`src/rtl/sram_sleep_pkg.sv`:
```
package sram_sleep_pkg;
    typedef enum logic [1:0] {
        ST_AWAKE  = 2'd0,
        ST_ENTER  = 2'd1,
        ST_ASLEEP = 2'd2,
        ST_EXIT   = 2'd3
    } slp_state_e;
endpackage

```
`src/rtl/sleep_sync.sv`:
```
module sleep_sync #(
    parameter int STAGES = 2
) (
    input  logic clk,
    input  logic rst_n,
    input  logic din,
    output logic dout
);
    logic [STAGES-1:0] chain_d, chain_q;

    always_comb begin
        chain_d = {chain_q[STAGES-2:0], din};
    end

    always_ff @(posedge clk) begin
        if (!rst_n) chain_q <= '0;
        else        chain_q <= chain_d;
    end

    assign dout = chain_q[STAGES-1];
endmodule

```
`src/rtl/sleep_fsm.sv`:
```
module sleep_fsm
    import sram_sleep_pkg::*;
#(
    parameter int ENTRY_CYC = 2,
    parameter int EXIT_CYC  = 2
) (
    input  logic clk,
    input  logic rst_n,
    input  logic sleep_s,
    input  logic wr_req,
    output logic rd_ok,
    output logic wr_ok,
    output logic bus_off,
    output logic ready,
    output logic wr_viol
);
    localparam int MAXC = (ENTRY_CYC > EXIT_CYC) ? ENTRY_CYC : EXIT_CYC;
    localparam int CW   = $clog2(MAXC + 1);

    typedef struct packed {
        slp_state_e      st;
        logic [CW-1:0]   cnt;
        logic            viol;
    } fsm_regs_t;

    fsm_regs_t r_d, r_q;

    always_comb begin
        r_d      = r_q;
        r_d.viol = 1'b0;
        unique case (r_q.st)
            ST_AWAKE: begin
                if (sleep_s) begin
                    r_d.st  = ST_ENTER;
                    r_d.cnt = '0;
                end
            end
            ST_ENTER: begin
                r_d.viol = wr_req;
                if (r_q.cnt == CW'(ENTRY_CYC - 1)) begin
                    r_d.st  = ST_ASLEEP;
                    r_d.cnt = '0;
                end else begin
                    r_d.cnt = r_q.cnt + 1'b1;
                end
            end
            ST_ASLEEP: begin
                if (!sleep_s) begin
                    r_d.st  = ST_EXIT;
                    r_d.cnt = '0;
                end
            end
            ST_EXIT: begin
                r_d.viol = wr_req;
                if (sleep_s) begin
                    r_d.st  = ST_ENTER;
                    r_d.cnt = '0;
                end else if (r_q.cnt == CW'(EXIT_CYC - 1)) begin
                    r_d.st  = ST_AWAKE;
                    r_d.cnt = '0;
                end else begin
                    r_d.cnt = r_q.cnt + 1'b1;
                end
            end
            default: r_d.st = ST_AWAKE;
        endcase
    end

    always_ff @(posedge clk) begin
        if (!rst_n) begin
            r_q.st   <= ST_AWAKE;
            r_q.cnt  <= '0;
            r_q.viol <= 1'b0;
        end else begin
            r_q <= r_d;
        end
    end

    assign rd_ok   = (r_q.st != ST_ASLEEP);
    assign wr_ok   = (r_q.st == ST_AWAKE);
    assign bus_off = (r_q.st == ST_ASLEEP);
    assign ready   = (r_q.st == ST_AWAKE);
    assign wr_viol = r_q.viol;
endmodule

```
`src/rtl/sleep_store.sv`:
```
module sleep_store #(
    parameter int AW = 4,
    parameter int DW = 8
) (
    input  logic          clk,
    input  logic          rst_n,
    input  logic          wr_en,
    input  logic          rd_en,
    input  logic [AW-1:0] addr,
    input  logic [DW-1:0] wdata,
    input  logic          bus_off,
    output logic          rd_valid,
    output logic [DW-1:0] rd_data
);
    localparam int DEPTH = 1 << AW;

    typedef struct packed {
        logic [DW-1:0] data;
        logic          vld;
    } rd_regs_t;

    logic [DW-1:0] mem [DEPTH];
    rd_regs_t      p_d, p_q;

    always_ff @(posedge clk) begin
        if (wr_en) mem[addr] <= wdata;
    end

    always_comb begin
        p_d     = p_q;
        p_d.vld = rd_en;
        if (rd_en) p_d.data = mem[addr];
    end

    always_ff @(posedge clk) begin
        if (!rst_n) begin
            p_q.data <= '0;
            p_q.vld  <= 1'b0;
        end else begin
            p_q <= p_d;
        end
    end

    assign rd_valid = p_q.vld & ~bus_off;
    assign rd_data  = rd_valid ? p_q.data : '0;
endmodule

```
`src/rtl/sram_sleep_seq.sv`:
```
module sram_sleep_seq #(
    parameter int AW          = 4,
    parameter int DW          = 8,
    parameter int SYNC_STAGES = 2,
    parameter int ENTRY_CYC   = 2,
    parameter int EXIT_CYC    = 2
) (
    input  logic          clk,
    input  logic          rst_n,
    input  logic          sleep_raw,
    input  logic          acc_rd,
    input  logic          acc_wr,
    input  logic [AW-1:0] acc_addr,
    input  logic [DW-1:0] acc_wdata,
    output logic          acc_gate,
    output logic          bus_off,
    output logic          ready,
    output logic          wr_viol,
    output logic          rd_valid,
    output logic [DW-1:0] rd_data
);
    logic sleep_s;
    logic rd_ok, wr_ok;

    sleep_sync #(.STAGES(SYNC_STAGES)) u_sync (
        .clk   (clk),
        .rst_n (rst_n),
        .din   (sleep_raw),
        .dout  (sleep_s)
    );

    sleep_fsm #(.ENTRY_CYC(ENTRY_CYC), .EXIT_CYC(EXIT_CYC)) u_fsm (
        .clk     (clk),
        .rst_n   (rst_n),
        .sleep_s (sleep_s),
        .wr_req  (acc_wr),
        .rd_ok   (rd_ok),
        .wr_ok   (wr_ok),
        .bus_off (bus_off),
        .ready   (ready),
        .wr_viol (wr_viol)
    );

    sleep_store #(.AW(AW), .DW(DW)) u_store (
        .clk      (clk),
        .rst_n    (rst_n),
        .wr_en    (acc_wr & wr_ok),
        .rd_en    (acc_rd & rd_ok),
        .addr     (acc_addr),
        .wdata    (acc_wdata),
        .bus_off  (bus_off),
        .rd_valid (rd_valid),
        .rd_data  (rd_data)
    );

    assign acc_gate = rd_ok;
endmodule

```
`config.mk`:
```
export PLATFORM = sky130hd
export DESIGN_NAME = sram_sleep_seq
export DESIGN_NICKNAME = d
export VERILOG_FILES = /design/src/rtl/sram_sleep_pkg.sv /design/src/rtl/sleep_sync.sv /design/src/rtl/sleep_fsm.sv /design/src/rtl/sleep_store.sv /design/src/rtl/sram_sleep_seq.sv
export SDC_FILE = /design/constraint.sdc
export NUM_CORES = 1
export LEC_CHECK = 0
export BUFFER_PORTS_ARGS = -buffer_cell sky130_fd_sc_hd__buf_2
export CORE_ASPECT_RATIO = 1.4
export CORE_UTILIZATION = 65
export CTS_CLUSTER_SIZE = 25
export DETAILED_ROUTE_END_ITERATION = 10
export PLACE_DENSITY = 0.84
export SYNTH_ARGS = -nofsm -noshare
export SYNTH_HDL_FRONTEND = slang
export SYNTH_HIERARCHICAL = 1
export SYNTH_SLANG_ARGS = --single-unit
```
`constraint.sdc`:
```
create_clock -name clk -period 3.97 [get_ports clk]
set_input_delay 0 -clock clk [delete_from_list [all_inputs] [get_ports clk]]
set_output_delay 0 -clock clk [all_outputs]
set_load 0.01 [all_outputs]
```
==> summary.txt <==
CTS
----------------------------------------------------------------------------------------
Hold-fix buffers at CTS ...................................................            9
Sink Count ................................................................          144
Root buffer cell .......................................................... sky130_fd_sc_hd__clkbuf_16
H-tree levels .............................................................            4
CTS tree ..................................................................          yes
Buffer count from post-CTS setup fixing ...................................            0
Quantity of gates resized following cts ...................................            0
Maximum clock path buffer count ...........................................            2
Number of buffers added by the clock tree synthesis step ..................           17
Clock slew at the register clock pins of the worst setup and hold paths ...      0.06 ns
Worst-skew pair later-pin latency .........................................      0.42 ns

PLACEMENT
----------------------------------------------------------------------------------------
Port Buf Inserts ..........................................................           29
Pre-CTS setup slack .......................................................      1.59 ns
Final weighted congestion in routability-driven placement .................        0.764
Placed Instances ..........................................................          473
Total half-perimeter wirelength after legalization and detailed placement .      6.77 mm

TIMING
----------------------------------------------------------------------------------------
Max-slew headroom .........................................................        0.241
Number of hold violations in the final report .............................            1
Min Hold Slack ............................................................  -0.00156 ns
Highest clock rate ........................................................      409 MHz
Worst slew pin tran .......................................................      1.13 ns
Max-slew violations .......................................................            0
Final sum of negative setup slack .........................................         0 ns
Minimum clock period after layout .........................................      2.44 ns
Fraction of the cycle the final worst path needs ..........................        0.616
Setup repair after global routing missed its margin .......................        false
Final setup viols .........................................................            0
Final Skew ................................................................   0.00534 ns
Worst setup margin ........................................................      1.53 ns

YOSYS
----------------------------------------------------------------------------------------
Async set-or-reset flop fraction in the synthesized netlist ...............            0
Synth top area share ......................................................        0.664
Register bit count reported by yosys ......................................          144
Netlist Area Pre-Place ....................................................     5790 um2
Sequential element share of the synthesized area ..........................        0.719
Synth area leaders ........................................................ sky130_fd_sc_hd__edfxtp_1 (66%), sky130_fd_sc_hd__mux2i_1 (8.5%), sky130_fd_sc_hd__dfxtp_1 (5.5%), sky130_fd_sc_hd__mux4_2 (2.7%), sky130_fd_sc_hd__o22ai_1 (1.7%)
Net count of the mapped netlist ...........................................          379
Commonest register cell after synthesis ................................... sky130_fd_sc_hd__edfxtp_1
Count of flip-flops with a built-in enable after synthesis ................          128
Post-synth top area cell .................................................. sky130_fd_sc_hd__edfxtp_1
Post-Synthesis Cells ......................................................          358
Unique masters post-synth .................................................           37
Yosys warning count .......................................................            6
Average cell area after synthesis .........................................     16.2 um2

FLOORPLANNING
----------------------------------------------------------------------------------------
Initial cell density of the core ..........................................        0.673
Placeable Area ............................................................     8610 um2
Cell Rows .................................................................           40
Number of top-level pins ..................................................           30
Overall die area ..........................................................     9300 um2
Die width .................................................................      81.8 um
Vertical extent of the die ................................................       114 um

SETUP PATH
----------------------------------------------------------------------------------------
Required time at the worst-slack endpoint .................................      4.01 ns
Number of buffers and inverters on the critical path ......................            1
Slowest cell on the critical path ......................................... sky130_fd_sc_hd__nor3_1
Largest incremental delay on the critical path ............................      0.92 ns
Gate family responsible for the most delay along the worst path ........... simple AND/OR/NAND/NOR gates
Data arrival time at the worst-slack endpoint .............................      2.48 ns
Startpoint kind of the worst setup timing path ............................         flop
Class of the most critical setup path .....................................   reg -> reg
CP endpoint kind ..........................................................         flop
Cell Chain, Critical Path ................................................. inv_1 -> ha_1 -> and2_1 -> nand3_1 -> nor3_1
Top fanout value on the critical path .....................................            8

GRT
----------------------------------------------------------------------------------------
Global route total overflow ...............................................            0
Total global routing track utilization ....................................        0.268
Initial antenna violation count ...........................................            0
Maximum number of pins on one net before global-route repair ..............           35
Vias in the first global route ............................................         3238
Global-route wire length before repair ....................................      17.0 mm

DETAILED ROUTING
----------------------------------------------------------------------------------------
# DRC .....................................................................            0
Routed wire length ........................................................      11.2 mm
Detail-routed via count per cell ..........................................         6.35
Initial DRT Pass Iterations ...............................................            5
DRC violation total after the first TritonRoute iteration .................          321
Routed length per instance ................................................      21.8 um
Overall via count from detail_route .......................................         3264
Post-detailed-route count of antenna-violating nets .......................            0

FINISH
----------------------------------------------------------------------------------------
Layout cells sized above 1 ................................................        0.171
Fin nets ..................................................................          417
Post-Route Utilization ....................................................        0.767
Area delta synth->final ...................................................        14.0%
Fin cells .................................................................          514
Filler cell count in the final layout .....................................          477
Diodes inserted ...........................................................            0

HOLD PATH
----------------------------------------------------------------------------------------
Worst hold path type ......................................................    in -> reg

POWER AND IR DROP
----------------------------------------------------------------------------------------
Sw Pwr ....................................................................       797 uW
Sequential share of power .................................................        0.479
Combinational cell fraction of total power ................................        0.083
Sw Share ..................................................................        0.221
Leakage power total .......................................................      2.36 nW
Clock network fraction of total power .....................................        0.438
Peak ir drop on the vdd network ...........................................   0.000455 V
Int Pwr ...................................................................      2.81 mW
Power density over the cells ..............................................   545 nW/um2

STATUS
----------------------------------------------------------------------------------------
Run status ................................................................ finished with violations
Violations in the final reports ...........................................  hold timing

FLOW RUN
----------------------------------------------------------------------------------------
Number of maximum-capacitance constraint violations .......................            0

-- power groups by stage --
stage	Sequential [mW]	Clock, mW	Combinational, mW
3_3_place_gp	1.75	0	0.273
5_1_grt	1.73	1.65	0.329
3_5_place_dp	1.76	0	0.286
4_1_cts	1.72	1.59	0.298
6_report	1.72	1.58	0.300
2_1_floorplan	1.75	0	0.208
-- worst register-to-register path: cells and delay by family (launching register included) --
kind | cells | cell delay [ns]
adder cells (fa/ha/maj) | 1 | 0.22
flip-flops | 1 | 0.33
buffers and inverters | 1 | 0.10
AND/OR/NAND/NOR | 3 | 1.42
-- metal layers --
metal | GRT usage | part of all wire
met5 | 0 | 0
met4 | 0.115 | 0.022
met3 | 0.0784 | 0.066
met2 | 0.442 | 0.53
met1 | 0.326 | 0.38
-- Yosys cell counts (2+ instances only) --
master                      count
sky130_fd_sc_hd__a2bb2oi_1      8
sky130_fd_sc_hd__nor2b_1        3
sky130_fd_sc_hd__buf_6          2
sky130_fd_sc_hd__inv_1          5
sky130_fd_sc_hd__nand2_1       15
sky130_fd_sc_hd__dfxtp_1       16
sky130_fd_sc_hd__nor3_1         4
sky130_fd_sc_hd__mux2i_1       49
sky130_fd_sc_hd__nand2b_1       2
sky130_fd_sc_hd__or3b_1         2
sky130_fd_sc_hd__edfxtp_1     128
sky130_fd_sc_hd__buf_12         3
sky130_fd_sc_hd__o22ai_1       16
sky130_fd_sc_hd__clkbuf_1       4
sky130_fd_sc_hd__and2_1        14
sky130_fd_sc_hd__buf_4          3
sky130_fd_sc_hd__o21ai_0        8
sky130_fd_sc_hd__ha_1           4
sky130_fd_sc_hd__a31oi_1        8
sky130_fd_sc_hd__buf_2          5
sky130_fd_sc_hd__nor2_1        25
sky130_fd_sc_hd__mux4_2         7
sky130_fd_sc_hd__nand3b_1       3
sky130_fd_sc_hd__buf_1          2
sky130_fd_sc_hd__nand3_1       10
-- flip-flops by register name (all words and copies together), names as in the netlist --
signal and cells:
u_sync/chain_q 2, u_store/mem 128, u_fsm/wr_viol 1, u_fsm/r_q 4, u_store/p_q 9
-- through the flow --
stage | instance area, um2 | power, mW
floorplan | 5790 | 1.96
global route | 6610 | 3.71
CTS | 6610 | 3.61
global placement | 5920 | 2.03
detailed placement | 5920 | 2.04
finish | 6610 | 3.60
-- final timing paths --
path                           from  depth (start not counted)  slack [ns]            endpoint
setup / recovery       u_fsm/r_q[3]                          5        1.53  u_store/mem[12][1]
hold / removal         acc_wdata[3]                          1      -0.002   u_store/mem[8][3]
setup reg to reg       u_fsm/r_q[3]                          5        1.53  u_store/mem[12][1]
hold reg to reg   u_sync/chain_q[0]                          1        0.44   u_sync/chain_q[1]
-- final cells by class --
class	count	area, um2	area share
Sequential cell	144	4160	0.630
Multi-Input combinational cell	189	1450	0.220
Clock buffer	20	437	0.0661
Timing Repair Buffer	39	243	0.0367
Clock inverter	12	160	0.0242
Tap cell	105	131	0.0199
Inverter	5	18.8	0.00284
-- logic make-up after synthesis --
family,share of synthesized area
DFF,0.719
and+or+nand+nor,0.0691
muxes,0.116
adders and majority gates,0.00864
buffers and inverters,0.0305
AOI/OAI and AO/OA,0.0564
-- layout by cell type (no fill, tap or decap), drive strengths merged, types with 3 or more instances in the layout --
master and n:
a31oi 8, nor2 26, edfxtp 128, nand3b 3
bufinv 3, inv 7, nor3 4, nor2b 4
o21ai 9, ha 4, and2 14, dlygate4sd3 9
mux4 8, buf 30, mux2i 49, clkinvlp 4
nand2 15, nand3 10, clkbuf 20, dfxtp 16
a2bb2oi 9, clkinv 3, o22ai 16
No activity file was read; power rests on OpenSTA's default activity.
